## src/rtl/scan_path_pkg.sv

```systemverilog
package scan_path_pkg;

  // Operation selected for every cell in a given cycle
  typedef enum logic [1:0] {
    OP_HOLD  = 2'd0,
    OP_CAP   = 2'd1,
    OP_SHIFT = 2'd2,
    OP_CLR   = 2'd3
  } scan_op_e;

  // Priority: reset, then test shift, then system capture
  function automatic scan_op_e pick_op(input logic rst, input logic cap,
                                       input logic sft);
    if (rst)      return OP_CLR;
    else if (sft) return OP_SHIFT;
    else if (cap) return OP_CAP;
    else          return OP_HOLD;
  endfunction

endpackage

```

## src/rtl/dual_port_cell.sv

```systemverilog
module dual_port_cell
  import scan_path_pkg::*;
(
  input  logic     clk,
  input  scan_op_e op,
  input  logic     d_sys,
  input  logic     d_scan,
  output logic     q
);

  always_ff @(posedge clk) begin
    case (op)
      OP_CLR:   q <= 1'b0;
      OP_SHIFT: q <= d_scan;
      OP_CAP:   q <= d_sys;
      default:  q <= q;
    endcase
  end

endmodule

```

## src/rtl/scan_chain.sv

```systemverilog
module scan_chain
  import scan_path_pkg::*;
#(
  parameter int WIDTH = 8
) (
  input  logic             clk,
  input  scan_op_e         op,
  input  logic [WIDTH-1:0] sys_d,
  input  logic             ser_in,
  output logic [WIDTH-1:0] q
);

  // link[i] feeds the scan port of cell i
  logic [WIDTH-1:0] link;

  genvar i;
  generate
    for (i = 0; i < WIDTH; i++) begin : g_cell
      if (i == 0) begin : g_head
        assign link[i] = ser_in;
      end else begin : g_body
        assign link[i] = q[i-1];
      end
      dual_port_cell u_cell (
        .clk    (clk),
        .op     (op),
        .d_sys  (sys_d[i]),
        .d_scan (link[i]),
        .q      (q[i])
      );
    end
  endgenerate

endmodule

```

## src/rtl/scan_out_stage.sv

```systemverilog
module scan_out_stage
  import scan_path_pkg::*;
(
  input  logic     clk,
  input  scan_op_e op,
  input  logic     tail_bit,
  output logic     ser_out
);

  always_ff @(posedge clk) begin
    if (op == OP_CLR)        ser_out <= 1'b0;
    else if (op == OP_SHIFT) ser_out <= tail_bit;
  end

endmodule

```

## src/rtl/scan_path_reg.sv

```systemverilog
module scan_path_reg
  import scan_path_pkg::*;
#(
  parameter int WIDTH = 8
) (
  input  logic             clk,
  input  logic             rst,
  input  logic             sys_cap_en,
  input  logic             tst_shift_en,
  input  logic [WIDTH-1:0] next_state,
  input  logic             scan_in,
  output logic [WIDTH-1:0] state_q,
  output logic             scan_out
);

  localparam int TAIL = WIDTH - 1;

  // Expected chain contents after one shift (used by the checks)
  function automatic logic [WIDTH-1:0] after_shift(input logic [WIDTH-1:0] v,
                                                   input logic s);
    return {v[WIDTH-2:0], s};
  endfunction

  scan_op_e op;
  logic     shift_fire;
  logic     cap_fire;

  assign op         = pick_op(rst, sys_cap_en, tst_shift_en);
  assign shift_fire = (op == OP_SHIFT);
  assign cap_fire   = (op == OP_CAP);

  scan_chain #(.WIDTH(WIDTH)) u_chain (
    .clk    (clk),
    .op     (op),
    .sys_d  (next_state),
    .ser_in (scan_in),
    .q      (state_q)
  );

  scan_out_stage u_out (
    .clk      (clk),
    .op       (op),
    .tail_bit (state_q[TAIL]),
    .ser_out  (scan_out)
  );

  // reset clears state and serial output
  p_reset_clears_r1: assert property (@(posedge clk)
    rst |=> (state_q == '0) && (scan_out == 1'b0));

  // capture alone loads next_state
  p_capture_loads_r2: assert property (@(posedge clk) disable iff (rst)
    (sys_cap_en && !tst_shift_en) |=> state_q == $past(next_state));

  // shift moves the chain by one toward the high index
  p_shift_moves_r3: assert property (@(posedge clk) disable iff (rst)
    tst_shift_en |=> state_q == after_shift($past(state_q), $past(scan_in)));

  // with both enables high, the capture is not taken
  p_shift_wins_r4: assert property (@(posedge clk) disable iff (rst)
    (sys_cap_en && tst_shift_en) |=> !$past(cap_fire) && $past(shift_fire));

  // idle cycle holds the state
  p_idle_holds_r5: assert property (@(posedge clk) disable iff (rst)
    (!sys_cap_en && !tst_shift_en) |=> $stable(state_q));

  // serial output holds off shift cycles
  p_sout_holds_r6: assert property (@(posedge clk) disable iff (rst)
    !tst_shift_en |=> $stable(scan_out));

  // serial output takes the old tail bit on a shift
  p_sout_tail_r6: assert property (@(posedge clk) disable iff (rst)
    tst_shift_en |=> scan_out == $past(state_q[TAIL]));

endmodule

```

## config.mk

```make
export PLATFORM = sky130hd
export DESIGN_NAME = scan_path_reg
export DESIGN_NICKNAME = d
export VERILOG_FILES = /design/src/rtl/scan_path_pkg.sv /design/src/rtl/dual_port_cell.sv /design/src/rtl/scan_chain.sv /design/src/rtl/scan_out_stage.sv /design/src/rtl/scan_path_reg.sv
export SDC_FILE = /design/constraint.sdc
export NUM_CORES = 1
export LEC_CHECK = 0
export ABC_AREA = 0
export BUFFER_PORTS_ARGS = -buffer_cell sky130_fd_sc_hd__clkbuf_2
export CORE_MARGIN = 3
export CORE_UTILIZATION = 45
export CTS_CLUSTER_SIZE = 25
export DETAILED_ROUTE_END_ITERATION = 8
export PLACE_DENSITY = 0.75
export SETUP_SLACK_MARGIN = 0.1
export SLEW_MARGIN = 10
export SYNTH_ARGS = -nofsm -noshare
export SYNTH_HDL_FRONTEND = slang
export SYNTH_HIERARCHICAL = 1
export SYNTH_SLANG_ARGS = --single-unit
export TNS_END_PERCENT = 100
```

## constraint.sdc

```tcl
create_clock -name clk -period 1.7 [get_ports clk]
set_input_delay 0.34 -clock clk [delete_from_list [all_inputs] [get_ports clk]]
set_output_delay 0.34 -clock clk [all_outputs]
set_load 0.005 [all_outputs]
```

Yosys cells after proc, flatten, opt, wreduce, memory -nomap -nowiden
Cells that the tools add are included.
{"block": "classes", "mux": 11, "reduce_logical": 1, "n_eq_ne": 3}
{"cell": "one-hot mux 1 bit (3 select lines)", "count": 8}
{"cell": "== test 2 bit, second input constant", "count": 2}
{"cell": "two-way mux 2 bit", "count": 2}
{"cell": "nonzero test 3 bit", "count": 1}
{"cell": "== test 2 x 1 -> 1 bit, second input constant", "count": 1}
{"cell": "two-way mux 1 bit", "count": 1}
{"block": "word_totals", "regBits": 9, "wordCells": 24, "out_inout_bits": 9, "input_bits": 13}

Longest topological paths before layout
{"block": "depth", "word_depth": 5, "depth_mapped": 6, "ltp_nobuf": 6}

By module
Netlist, hierarchy kept.
{"module": "dual_port_cell", "area_per_inst_um2": 92.6, "n_inst": 8, "seq_area_each_um2": 30.0, "cells_per_inst": 9}
{"module": "scan_out_stage", "area_per_inst_um2": 36.3, "n_inst": 1, "seq_area_each_um2": 20.0, "cells_per_inst": 4}
{"module": "scan_path_reg", "area_per_inst_um2": 17.5, "n_inst": 1, "seq_area_each_um2": 0.0, "cells_per_inst": 3}

Least setup slack after synthesis
OpenSTA, ideal clock, no wires.
{"block": "synth_path", "path_kind": "input port to flip-flop", "from": "in tst_shift_en", "to": "reg u_chain.g_cell[0].u_cell.q (data pin)", "required_ns": 1.442, "setup_slack_ns": 0.200, "cell_stages": 6, "arrival_time_ns": 1.242, "setup_ns": 0.258, "cell_sequence": "inv_1 -> a21o_1 -> inv_1 -> ha_1 -> a22oi_1 -> nor2b_1"}
{"block": "synth_via", "elab_chain_cells": 4, "word_cells_on_any_way": 6, "classes_between": "3 x eq/ne; 3 x mux"}
{"element": "start: declaration", "line": "scan_path_reg.sv:9", "rtl": "input logic tst_shift_en,"}
{"element": "two-way mux 2 bit (*)", "line": "scan_path_pkg.sv:15", "rtl": "else if (sft) return OP_SHIFT;"}
{"element": "two-way mux 2 bit (*)", "line": "scan_path_pkg.sv:14", "rtl": "if (rst) return OP_CLR;"}
{"element": "via op[0]", "line": "scan_path_reg.sv:24", "rtl": "scan_op_e op;"}
{"element": "== test 2 x 1 -> 1 bit / == test 2 bit (equally long branches)", "line": "dual_port_cell.sv:12", "rtl": "case (op)"}
{"element": "one-hot mux 1 bit (3 select lines) (*)", "line": "dual_port_cell.sv:12"}
{"element": "end signal: assignment", "line": "dual_port_cell.sv:14", "rtl": "OP_SHIFT: q <= d_scan;"}
{"element": "end signal: assignment", "line": "dual_port_cell.sv:15", "rtl": "OP_CAP: q <= d_sys;"}
{"element": "end signal: assignment", "line": "dual_port_cell.sv:16", "rtl": "default: q <= q;"}
{"element": "end: declaration", "line": "dual_port_cell.sv:8", "rtl": "output logic q"}
Mark *: on every way through the listed nets, which the timed path passes. The rest lies on a longest branch.
A chain may end at the register's enable or synchronous reset.

Worst setup path in the final report
{"block": "layout_path", "from": "in tst_shift_en", "to": "reg u_chain.g_cell[4].u_cell.q (data pin)"}
{"block": "layout_via", "elab_chain_cells": 4, "word_cells_on_any_way": 6, "classes_between": "3 x eq/ne; 3 x mux"}
{"element": "two-way mux 2 bit (*)", "line": "scan_path_pkg.sv:15"}
{"element": "two-way mux 2 bit (*)", "line": "scan_path_pkg.sv:14"}
{"element": "via op[1]", "line": "scan_path_reg.sv:24"}
{"element": "== test 2 x 1 -> 1 bit / == test 2 bit (equally long branches)", "line": "dual_port_cell.sv:12"}
{"element": "one-hot mux 1 bit (3 select lines) (*)", "line": "dual_port_cell.sv:12"}
{"element": "end signal: assignment", "line": "dual_port_cell.sv:14"}
{"element": "end signal: assignment", "line": "dual_port_cell.sv:15"}
{"element": "end signal: assignment", "line": "dual_port_cell.sv:16"}
{"element": "end: declaration", "line": "dual_port_cell.sv:8"}
Marks and branches as above.

==> reports/qor.yml <==
status: "finished clean"
synth_fa_ha_area_frac: 0.3780
finalCriticalPeriod_ns: 1.351
placementRows: 14
holdBufCountCts: 0
grt_max_degree: 19
htree_levels: 1
layout_commonest_cell: "inv_1"
layout_common_cells: "inv_1 (26), ha_1 (24), clkbuf_2 (21)"
clock_latency_ns: 0.25
synth_cell_types: 10
synth_xor_area_frac: 0
p_int_mw: 0.4035
synth_compound_area_frac: 0.09134
grt.total_usage: 0.1187
syn-instance-count: 79
path_max_fanout: 18
p_leak_nw: 0.5824
sw_frac_of_total: 0.2498
peakVddDrop_uv: 460.9
worstSetupStartpointType: "input pin"
pin_count: 22
routedWlPerCell_um: 9.798
relSlewSlack: 0.7842
finalSetupViolCount: 0
critPathCaptureType: "flop"
wl_um: 1215
crit_type: "in -> reg"
synth_area_per_cell_um2: 10.06
num_antenna_cells: 0
ctsResizeCount: 0
cts_made_buffers: 3
timing.fmax_ghz: 0.7402
grt_overflow: 0
dieHeight_um: 48.02
grt_pass1_wl_um: 1904
numPortBuffers: 21
fin_nets: 146
yosysSeqAreaShare: 0.3276
period_share: 0.7947
die_area_um2: 2306
first_pass_iters: 2
cts_num_sinks: 9
post-cts-setup-buffer-count: 0
worstMarginPinSlew_ns: 0.3237
clk_path_buf_depth: 2
core_um2: 1577
start_util: 0.5040
die_x_um: 48.02
hpwl_um: 1050
syn2layout_area_growth_pct: 22.99
drtAntennaViolNets: 0
p_switching_mw: 0.1343
vias: 583
total_power_mw: 0.5379
rsz0062_at_grt: "no"
path_clk_slew_ns: 0.06
pwr-share-clk: 0.297
slew_violations: 0
root_buffer: "clkbuf_4"
drive_above_1_share: 0.2778
hold_viol_final: 0
pwr-share-seq: 0.490
synth_top_family_by_area: "adder cells"
synth_mux_area_frac: 0
power.density_nw_per_um2: 550.4
grt_antenna_before_repair: 0
critPathArrivalTime_ns: 1.35
drt_iter0_markers: 4
yosys.area_share.simple: 0.08031
viasPerCell: 4.702
skew_ns: 0.003388
utilization: 0.6198
grt_pass1_vias: 506
combPwrFrac: 0.214
yosys_warnings: 6
min_path_type: "in -> reg"
route.detailed.drc: 0
syn_nets: 116
ys_ff_latch: 9
gp_congestion: 0.7342
cap_violations: 0
cts_tree: "done"
tns_ns: 0
crit_required_ns: 1.70
synth_area_um2: 794.5
[synth_stat cells (all sizes together)]
cell type   n  share of area
inv        26           0.12
a21o        1         0.0095
nand3b      1         0.0095
ha         24           0.38
a22oi       8          0.076
nor2b       8          0.063
o21ai       1         0.0063
dfxtp       1          0.025
or2         1         0.0079
edfxtp      8           0.30
[power by group through the flow]
stage / logic, mW / registers (mW) / clock network, mW
4_1_cts: 0.118 / 0.264 / 0.168
3_5_place_dp: 0.117 / 0.269 / 0
5_1_grt: 0.133 / 0.266 / 0.180
6_report: 0.115 / 0.264 / 0.160
2_1_floorplan: 0.0627 / 0.269 / 0
3_3_place_gp: 0.110 / 0.269 / 0
[through the flow]
step | hold WS [ns] | setup WS [ns] | cell area, um2 | std cells
6_report | 0.4281 | 0.3490 | 977.2 | 124
5_1_grt | 0.4235 | 0.2747 | 977.2 | 124
4_1_cts | 0.4251 | 0.1846 | 975.9 | 124
3_5_place_dp | 0.4535 | -0.09766 | 949.7 | 120
3_3_place_gp | 0.4539 | -0.01303 | 949.7 | 120
2_1_floorplan | 0.4508 | 0.2001 | 794.5 | 79
[layout make-up]
class	count	area, um2
clock buffers	4	26.28
well taps	16	20.02
multi-input cells	44	437.9
flip-flops and latches	9	260.3
fillers	130	599.3
inverters	26	97.59
repair buffers	25	135.1
[layer usage]
metal,track usage,wire length (um),vias up
li1,-,-,308
met1,0.1219,515,257
met2,0.2190,590,18
met3,0.04887,109,0
met4,0.03226,0,0
met5,0,0,-
[cell families (layout without fill, tap and decap cells)]
| family | after synthesis | after routing |
|---|---|---|
| DFF | 9 | 9 |
| AOI/OAI and AO/OA | 10 | 10 |
| and+or+nand+nor | 10 | 10 |
| adders and majority gates | 24 | 24 |
| buffers and inverters | 26 | 55 |
[state kept, by name, summed over array words and instances, names as in the netlist]
| signal | cells |
|---|---|
| u_chain/g_cell.u_cell/q | 8 |
| u_out/ser_out | 1 |
[path summary, 6_finish.rpt]
path                                             start                                    to  slack (ns)  depth (start not counted)
setup reg to reg  u_chain/g_cell[1].u_cell/q$_DFFE_PP_  u_chain/g_cell[2].u_cell/q$_DFFE_PP_        0.79                          2
setup / recovery                          tst_shift_en  u_chain/g_cell[4].u_cell/q$_DFFE_PP_        0.35                          5
hold / removal                           next_state[3]  u_chain/g_cell[3].u_cell/q$_DFFE_PP_        0.43                          3
hold reg to reg             u_out/ser_out$_SDFFE_PN0N_            u_out/ser_out$_SDFFE_PN0N_        0.47                          2
[worst max-delay path, stage by stage]
cell      delay [ns]
clkbuf_2        0.08
or2_2           0.44
inv_1           0.13
ha_1            0.23
nor2b_1         0.13
(Power assumes the default switching activity.)
